### src/rtl/wwr_pkg.sv
package wwr_pkg;
  typedef enum logic [1:0] {
    ST_RECV = 2'd0,
    ST_EVAL = 2'd1,
    ST_WAIT = 2'd2,
    ST_ACK2 = 2'd3
  } wwr_state_e;
endpackage

### src/rtl/wwr_deser.sv
module wwr_deser #(
  parameter int NIB_W   = 4,
  parameter int NUM_BLK = 6
) (
  input  logic                           clk_i,
  input  logic                           rst_ni,
  input  logic                           shift_i,
  input  logic                           bit_i,
  output logic [(NIB_W+1)*NUM_BLK-1:0]   frame_o,
  output logic                           last_o
);
  localparam int BLK_W   = NIB_W + 1;
  localparam int FRAME_W = BLK_W * NUM_BLK;
  localparam int BC_W    = $clog2(BLK_W);
  localparam int KC_W    = $clog2(NUM_BLK);
  localparam logic [BC_W-1:0] BIT_LAST = BC_W'(BLK_W - 1);
  localparam logic [KC_W-1:0] BLK_LAST = KC_W'(NUM_BLK - 1);

  logic [FRAME_W-1:0] frame_q;
  logic [BC_W-1:0]    bit_cnt_q;
  logic [KC_W-1:0]    blk_cnt_q;

  assign last_o  = shift_i && (bit_cnt_q == BIT_LAST) && (blk_cnt_q == BLK_LAST);
  assign frame_o = frame_q;

  always_ff @(posedge clk_i or negedge rst_ni) begin
    if (!rst_ni) begin
      frame_q   <= '0;
      bit_cnt_q <= '0;
      blk_cnt_q <= '0;
    end else if (shift_i) begin
      frame_q <= {frame_q[FRAME_W-2:0], bit_i};
      if (bit_cnt_q == BIT_LAST) begin
        bit_cnt_q <= '0;
        blk_cnt_q <= (blk_cnt_q == BLK_LAST) ? '0 : blk_cnt_q + 1'b1;
      end else begin
        bit_cnt_q <= bit_cnt_q + 1'b1;
      end
    end
  end


  bit_cnt_range_chk: assert property (@(posedge clk_i) disable iff (!rst_ni)
    (bit_cnt_q <= BIT_LAST) && (blk_cnt_q <= BLK_LAST));


  frame_realign_chk: assert property (@(posedge clk_i) disable iff (!rst_ni)
    last_o |=> (bit_cnt_q == '0) && (blk_cnt_q == '0));
endmodule

### src/rtl/wwr_check.sv
module wwr_check #(
  parameter int NIB_W     = 4,
  parameter int DATA_NIBS = 4
) (
  input  logic [(NIB_W+1)*(DATA_NIBS+2)-1:0] frame_i,
  output logic [NIB_W-1:0]                   addr_o,
  output logic [NIB_W*DATA_NIBS-1:0]         data_o,
  output logic                               par_ok_o,
  output logic                               tail_ok_o
);
  localparam int BLK_W   = NIB_W + 1;
  localparam int NUM_ROW = DATA_NIBS + 1;
  localparam int FRAME_W = BLK_W * (DATA_NIBS + 2);

  logic [NUM_ROW-1:0] row_ok;
  logic [NIB_W-1:0]   col_acc;

  // row 0 is the address block, rows 1.. are data blocks, high nibble first
  for (genvar r = 0; r < NUM_ROW; r++) begin : g_row
    assign row_ok[r] = ~^frame_i[FRAME_W-1-r*BLK_W -: BLK_W];
  end

  for (genvar k = 0; k < DATA_NIBS; k++) begin : g_data
    assign data_o[(DATA_NIBS-1-k)*NIB_W +: NIB_W] = frame_i[FRAME_W-1-(k+1)*BLK_W -: NIB_W];
  end

  always_comb begin
    col_acc = frame_i[BLK_W-1 -: NIB_W];
    for (int k = 0; k < DATA_NIBS; k++) col_acc ^= data_o[k*NIB_W +: NIB_W];
  end

  assign addr_o    = frame_i[FRAME_W-1 -: NIB_W];
  assign par_ok_o  = (&row_ok) && (col_acc == '0);
  assign tail_ok_o = ~frame_i[0];
endmodule

### src/rtl/wwr_ctrl.sv
module wwr_ctrl
  import wwr_pkg::*;
(
  input  logic clk_i,
  input  logic rst_ni,
  input  logic bit_vld_i,
  input  logic last_i,
  input  logic frame_ok_i,
  input  logic tail_ok_i,
  input  logic prog_done_i,
  output logic shift_o,
  output logic ack_o,
  output logic nak_o,
  output logic prog_start_o
);
  wwr_state_e state_q, state_d;
  logic       accept;

  assign shift_o      = bit_vld_i && (state_q == ST_RECV);
  assign accept       = (state_q == ST_EVAL) && tail_ok_i && frame_ok_i;
  assign prog_start_o = accept;
  assign ack_o        = accept || (state_q == ST_ACK2);
  assign nak_o        = (state_q == ST_EVAL) && tail_ok_i && !frame_ok_i;

  always_comb begin
    state_d = state_q;
    unique case (state_q)
      ST_RECV: if (last_i) state_d = ST_EVAL;
      ST_EVAL: state_d = accept ? ST_WAIT : ST_RECV;
      ST_WAIT: if (prog_done_i) state_d = ST_ACK2;
      ST_ACK2: state_d = ST_RECV;
      default: state_d = ST_RECV;
    endcase
  end

  always_ff @(posedge clk_i or negedge rst_ni) begin
    if (!rst_ni) state_q <= ST_RECV;
    else         state_q <= state_d;
  end


  ack_nak_excl_chk: assert property (@(posedge clk_i) disable iff (!rst_ni)
    !(ack_o && nak_o));


  nak_to_standby_chk: assert property (@(posedge clk_i) disable iff (!rst_ni)
    nak_o |=> (state_q == ST_RECV) && !nak_o);


  start_with_ack_chk: assert property (@(posedge clk_i) disable iff (!rst_ni)
    prog_start_o |-> ack_o && !nak_o);


  no_early_ack2_chk: assert property (@(posedge clk_i) disable iff (!rst_ni)
    prog_start_o |=> !ack_o && !prog_start_o);


  silent_drop_chk: assert property (@(posedge clk_i) disable iff (!rst_ni)
    ((state_q == ST_EVAL) && !tail_ok_i) |=> (state_q == ST_RECV) && !ack_o);
endmodule

### src/rtl/word_write_rx.sv
module word_write_rx #(
  parameter int NIB_W     = 4,
  parameter int DATA_NIBS = 4
) (
  input  logic                       clk_i,
  input  logic                       rst_ni,
  input  logic                       bit_i,
  input  logic                       bit_vld_i,
  input  logic [(2**NIB_W)-1:0]      lock_i,
  input  logic                       prog_done_i,
  output logic [NIB_W-1:0]           wr_addr_o,
  output logic [NIB_W*DATA_NIBS-1:0] wr_data_o,
  output logic                       prog_start_o,
  output logic                       ack_o,
  output logic                       nak_o
);
  localparam int NUM_BLK = DATA_NIBS + 2;
  localparam int FRAME_W = (NIB_W + 1) * NUM_BLK;

  logic [FRAME_W-1:0] frame;
  logic shift, last, par_ok, tail_ok, frame_ok;

  wwr_deser #(.NIB_W(NIB_W), .NUM_BLK(NUM_BLK)) u_deser (
    .clk_i   (clk_i),
    .rst_ni  (rst_ni),
    .shift_i (shift),
    .bit_i   (bit_i),
    .frame_o (frame),
    .last_o  (last)
  );

  wwr_check #(.NIB_W(NIB_W), .DATA_NIBS(DATA_NIBS)) u_check (
    .frame_i   (frame),
    .addr_o    (wr_addr_o),
    .data_o    (wr_data_o),
    .par_ok_o  (par_ok),
    .tail_ok_o (tail_ok)
  );

  assign frame_ok = par_ok && !lock_i[wr_addr_o];

  wwr_ctrl u_ctrl (
    .clk_i        (clk_i),
    .rst_ni       (rst_ni),
    .bit_vld_i    (bit_vld_i),
    .last_i       (last),
    .frame_ok_i   (frame_ok),
    .tail_ok_i    (tail_ok),
    .prog_done_i  (prog_done_i),
    .shift_o      (shift),
    .ack_o        (ack_o),
    .nak_o        (nak_o),
    .prog_start_o (prog_start_o)
  );


  wr_hold_chk: assert property (@(posedge clk_i) disable iff (!rst_ni)
    prog_start_o |=> $stable(wr_addr_o) && $stable(wr_data_o));


  lock_refuse_chk: assert property (@(posedge clk_i) disable iff (!rst_ni)
    (ack_o && prog_start_o) |-> !lock_i[wr_addr_o]);
endmodule

### config.mk
export PLATFORM = sky130hd
export DESIGN_NAME = word_write_rx
export DESIGN_NICKNAME = d
export VERILOG_FILES = /design/src/rtl/wwr_pkg.sv /design/src/rtl/wwr_deser.sv /design/src/rtl/wwr_check.sv /design/src/rtl/wwr_ctrl.sv /design/src/rtl/word_write_rx.sv
export SDC_FILE = /design/constraint.sdc
export NUM_CORES = 1
export LEC_CHECK = 0
export BUFFER_PORTS_ARGS = -buffer_cell sky130_fd_sc_hd__clkbuf_2
export CAP_MARGIN = 40
export CORE_MARGIN = 2
export CORE_UTILIZATION = 54
export CTS_BUF_LIST = sky130_fd_sc_hd__clkbuf_8
export DETAILED_ROUTE_END_ITERATION = 8
export PLACE_DENSITY = 0.91
export SETUP_SLACK_MARGIN = 0.02
export SLEW_MARGIN = 20
export SYNTH_ARGS = -nofsm -noshare
export SYNTH_HDL_FRONTEND = slang
export SYNTH_SLANG_ARGS = --single-unit
### constraint.sdc
create_clock -name clk_i -period 3.55 [get_ports clk_i]
set_clock_uncertainty 0.2 [all_clocks]
set_input_delay 0.1775 -clock clk_i [delete_from_list [all_inputs] [get_ports clk_i]]
set_output_delay 0.1775 -clock clk_i [all_outputs]
set_load 0.1 [all_outputs]
==> results of run 1 <==
[logic make-up after synthesis]
| kind of cell | share of synthesized area [%] |
|---|---|
| flip-flops | 43.4 |
| multiplexers | 20.5 |
| XOR/XNOR | 15.6 |
| AND/OR/NAND/NOR | 5.25 |
| buffers and inverters | 9.13 |
| AO/OA/AOI/OAI | 5.02 |
| adder cells (fa/ha/maj) | 1.14 |
[layer usage]
| metal | track usage (%) | up-vias | share of wire (%) |
|---|---|---|---|
| met5 | 0 | - | 0 |
| met2 | 29.4 | 21 | 53 |
| met3 | 6.50 | 4 | 3.7 |
| met4 | 6.12 | 0 | 0.81 |
| li1 | - | 630 | - |
| met1 | 22.7 | 647 | 42 |
[worst min path at each step]
stage | startpoint | end | slack, ns | depth (start not counted)
after floorplan | rst_ni | async pin | -0.32 | 0
after global placement | rst_ni | u_deser.blk_cnt_q[0] | 0.16 | 1
after detailed placement | rst_ni | u_deser.blk_cnt_q[0] | -0.07 | 1
after CTS | rst_ni | u_deser.frame_o[8] | 0.15 | 2
after global routing | rst_ni | u_deser.frame_o[8] | 0.18 | 2
final | rst_ni | u_deser.frame_o[8] | 0.15 | 2
[state kept, by name, indices dropped and copies added (netlist names), named ones only]
name and cells:
u_deser.bit_cnt_q 3, u_ctrl.state_q 1, u_deser.blk_cnt_q 3, u_deser.frame_o 30
[worst register-to-register path: stages, from the launching register on]
cell and delay (ns):
dfrtp_1 0.55, mux4_2 0.54, nor2b_4 0.14, a211oi_2 0.20, a21oi_1 0.11, o22ai_1 0.17
[cell type report]
cell class	instances	area, sq um
Clock buffer	8	110
Timing Repair Buffer	48	280
Inverter	4	15.0
Sequential cell	38	951
Multi-Input combinational cell	100	1040
Fill cell	307	1480
Tap cell	50	62.6
[metrics by stage]
step	hold WS [ns]	cell area [sq um]	utilization, %	instances
floorplan	-0.318	2190	-	168
global placement	0.156	2290	58.1	236
detailed placement	-0.0690	2320	58.8	237
CTS	0.153	2460	62.4	248
global route	0.177	2460	62.4	248
finish	0.151	2460	62.4	248
[cells in the mapped netlist (2+ instances only)]
cell type and number:
buf_2 3, nand2_1 5, o21ai_0 3, xor2_1 9
dfrtp_1 38, buf_4 20, ha_1 2, xnor3_1 7
o2111ai_1 2, mux2_1 12, mux4_1 3, xnor2_1 12
a21oi_1 2, inv_1 4, mux2_2 18, o22ai_1 2
and3_1 2, nor2_1 3, o21ai_1 2, nor3_1 4
[timing repair]
item,4_1_cts,5_1_grt
hold endpoints to repair,40,0
endpoints found under the setup margin,0,0
hold buffers,3,0
==> flow_metrics.env, run 1 <==
export IMPL_dieArea_sq_mm=0.00459
export IMPL_synth_cell_types=35
export IMPL_slowest_stage="dfrtp_1"
export IMPL_cts_tree="done"
export IMPL_drtIter0Drc=80
export IMPL_cp_num_cells=6
export IMPL_rr_worst_depth=5
export IMPL_hpwl_microns=2810
export IMPL_setup_worst_path_class="register to output pin"
export IMPL_syn_area_sq_mm=0.00219
export IMPL_ys_seq_area_share_pct=43.4
export IMPL_syn_to_final_growth_pct=12.2
export IMPL_max_stage_delay_ns=0.55
export IMPL_min_period_ns=2.85
export IMPL_yosysTopAreaCell="dfrtp_1"
export IMPL_final_cell_mix="clkbuf_2, dfrtp_1, mux2_2"
export IMPL_endpoint="ack_o"
export IMPL_arrival_ns=2.48
export IMPL_drive_gt1_share_pct=37.9
export IMPL_path_buf_inv=1
export IMPL_clock_latency_ns=0.29
export IMPL_maxSlewHeadroom_pct=63.3
export IMPL_r2r_start="u_deser.frame_o[27]"
export IMPL_cts_repair_resized=0
export IMPL_rows=23
export IMPL_slew_violations=0
export IMPL_antenna_found_initial=0
export IMPL_dr_pass1_iters=4
export IMPL_ios=44
export IMPL_syn_nets=191
export IMPL_status="finished, final reports clean"
export IMPL_wl_per_cell_microns=15.0
export IMPL_ys_async_sr_fraction_pct=100
export IMPL_grt_pass1_vias=1277
export IMPL_core_area_sq_mm=0.00394
export IMPL_dp_slack_ns=1.01
export IMPL_worst_pin_slew_ns=0.553
export IMPL_hp_class="input port to async pin"
export IMPL_fp_dieH_microns=67.7
export IMPL_cts_setup_buffers=0
export IMPL_required_ns=3.17
export IMPL_nets=220
export IMPL_grt_pass1_wl_microns=5890
export IMPL_setup_viol=0
export IMPL_fmax_mhz=351
export IMPL_diodes=0
export IMPL_floorplan_initialDensity_pct=55.6
export IMPL_cts_sinks=38
export IMPL_crit_path_end_kind="output pin"
export IMPL_grt_max_degree=39
export IMPL_start_kind="register"
export IMPL_final_setup_tns_ns=0
export IMPL_startpoint="u_deser.frame_o[27]"
export IMPL_worst_slack_ns=0.697
export IMPL_clk_pin_slew_ns=0.07
export IMPL_ys_ff_latch=38
export IMPL_yosysWarnings=0
export IMPL_clk_path_buf_depth=2
export IMPL_h_tree_depth=2
export IMPL_cap_viol_max_count=0
export IMPL_rrSetupSlack_ns=1.55
export IMPL_vias_per_cell=5.25
export IMPL_final_common_cell="clkbuf_2"
export IMPL_synth_area_leaders="dfrtp_1, mux2_2, xnor3_1, buf_4, mux2_1"
export IMPL_hold_viol=0
export IMPL_avgSynthCellArea_sq_um=13.0
export IMPL_portBuffers=43
export IMPL_gr_total_overflow=0
export IMPL_root_buffer="clkbuf_8"
export IMPL_place_gp_congestion=0.770
export IMPL_synth_edf_count=0
export IMPL_grt_usage_pct=18.2
export IMPL_die_width_microns=67.7
export IMPL_crit_family="flip-flops"
export IMPL_synth_top_cell_area_share_pct=43.4
export IMPL_remaining_drc_errors=0
export IMPL_path_cells="mux4_2 -> nor2b_4 -> a211oi_2 -> a21oi_1 -> o22ai_1 -> clkbuf_2"
export IMPL_num_vias=1302
export IMPL_wirelength_microns=3710
export IMPL_critical_path_peak_fanout=8
export IMPL_fin_crit_sh_pct=80.4
export IMPL_syn_instance_count=168
export IMPL_rsz0062_at_grt="false"
export IMPL_numCtsBuffers=5
export IMPL_ant_nets=0
export IMPL_synth_flop_cell="dfrtp_1"
Power of run 1 is left out: the tool's default activity adds up to more than one toggle a clock period on the data nets, which glitch-free logic cannot reach.
==> run 2: changes to the inputs <==
clock period = 2.9 ns   (was 3.55 ns; I/O delays follow)
==> flow_metrics.env, run 2 (same netlist as run 1, synthesis figures left out) <==
export IMPL_cap_viol_max_count=0
export IMPL_path_buf_inv=1
export IMPL_path_cells="mux4_2 -> nor2b_4 -> a211oi_2 -> a21oi_1 -> o21a_1 -> clkbuf_2"
export IMPL_slowest_stage="dfrtp_1"
export IMPL_final_common_cell="clkbuf_2"
export IMPL_die_width_microns=67.7
export IMPL_worst_slack_ns=0.121
export IMPL_clk_pin_slew_ns=0.07
export IMPL_syn_to_final_growth_pct=11.0
export IMPL_final_setup_tns_ns=0
export IMPL_dieArea_sq_mm=0.00459
export IMPL_root_buffer="clkbuf_8"
export IMPL_rows=23
export IMPL_nets=220
export IMPL_crit_path_end_kind="output pin"
export IMPL_rsz0062_at_grt="false"
export IMPL_place_gp_congestion=0.821
export IMPL_n_fill_cell=305
export IMPL_final_cell_mix="clkbuf_2, dfrtp_1, mux2_2"
export IMPL_cts_tree="done"
export IMPL_largest_reg_flops=30
export IMPL_setup_worst_path_class="register to output pin"
export IMPL_gr_total_overflow=0
export IMPL_hold_viol=0
export IMPL_floorplan_initialDensity_pct=55.6
export IMPL_grt_usage_pct=18.0
export IMPL_arrival_ns=2.43
export IMPL_h_tree_depth=2
export IMPL_max_stage_delay_ns=0.55
export IMPL_grt_max_degree=39
export IMPL_setup_viol=0
export IMPL_portBuffers=43
export IMPL_clock_latency_ns=0.29
export IMPL_core_area_sq_mm=0.00394
export IMPL_drive_gt1_share_pct=37.6
export IMPL_fin_crit_sh_pct=95.8
export IMPL_worst_pin_slew_ns=0.546
export IMPL_min_period_ns=2.78
export IMPL_hp_class="input port to async pin"
export IMPL_required_ns=2.56
export IMPL_slew_violations=0
export IMPL_critical_path_peak_fanout=8
export IMPL_grt_pass1_vias=1278
export IMPL_hpwl_microns=2790
export IMPL_crit_family="flip-flops"
export IMPL_wl_per_cell_microns=15.2
export IMPL_diodes=0
export IMPL_numCtsBuffers=5
export IMPL_dr_pass1_iters=4
export IMPL_drtIter0Drc=53
export IMPL_vias_per_cell=5.28
export IMPL_fp_dieH_microns=67.7
export IMPL_grt_pass1_wl_microns=5840
export IMPL_ios=44
export IMPL_startpoint="u_deser.frame_o[27]"
export IMPL_dp_slack_ns=0.351
export IMPL_num_vias=1304
export IMPL_maxSlewHeadroom_pct=63.8
export IMPL_cts_sinks=38
export IMPL_r2r_start="u_deser.frame_o[29]"
export IMPL_remaining_drc_errors=0
export IMPL_start_kind="register"
export IMPL_ant_nets=0
export IMPL_antenna_found_initial=0
export IMPL_status="finished, final reports clean"
export IMPL_clk_path_buf_depth=2
export IMPL_fmax_mhz=360
export IMPL_wirelength_microns=3750
-- run 2: worst paths after layout --
path	depth (start not counted)	slack, ns	to
max	6	0.12	nak_o
min	2	0.06	u_deser.bit_cnt_q[0]
max reg2reg	5	0.78	register
min reg2reg	1	0.27	register
max in group asynchronous	3	2.01	u_deser.frame_o[0]
min in group clk_i	1	0.27	register
-- run 2: worst reg2reg max path, cell delays in order, from the launching register on --
cell and delay, ns:
dfrtp_1 0.44, xnor3_1 0.46, xnor2_1 0.17, nor4_4 0.36
o2111ai_1 0.24, o22ai_1 0.17
-- run 2: final cells by class --
type | instances | area [sq um] | share of cell area [%]
Clock buffer | 5 | 68.8 | 2.83
Sequential cell | 38 | 951 | 39.1
Timing Repair Buffer | 48 | 278 | 11.4
Multi-Input combinational cell | 100 | 1050 | 43.2
Clock inverter | 2 | 7.51 | 0.309
Tap cell | 50 | 62.6 | 2.57
Inverter | 4 | 15.0 | 0.617
-- run 2: metrics by stage --
step	std cells	utilization (%)	area, sq um	hold slack (ns)
final	247	61.7	2430	0.0608
after CTS	247	61.6	2430	0.0512
after detailed placement	237	58.9	2320	-0.170
after global routing	247	61.7	2430	0.0778
after floorplan	168	-	2200	-0.351
after global placement	236	58.4	2300	0.114
-- run 2: timing repair --
item	in CTS	in global routing
resized for setup	0	4
buffers inserted	0	0
setup endpoints to repair	0	2
hold endpoints to repair	40	0
hold buffers	3	0
-- run 2: per-layer routing --
layer / GRT usage [%] / up-vias / part of all wire, % / wire length (microns)
li1: - / 629 / - / -
met1: 19.9 / 643 / 41 / 1520
met2: 31.4 / 26 / 54 / 2030
met3: 6.00 / 6 / 3.3 / 125
met4: 7.65 / 0 / 1.9 / 70
met5: 0 / - / 0 / 0
Power of run 2 is left out for the same reason.
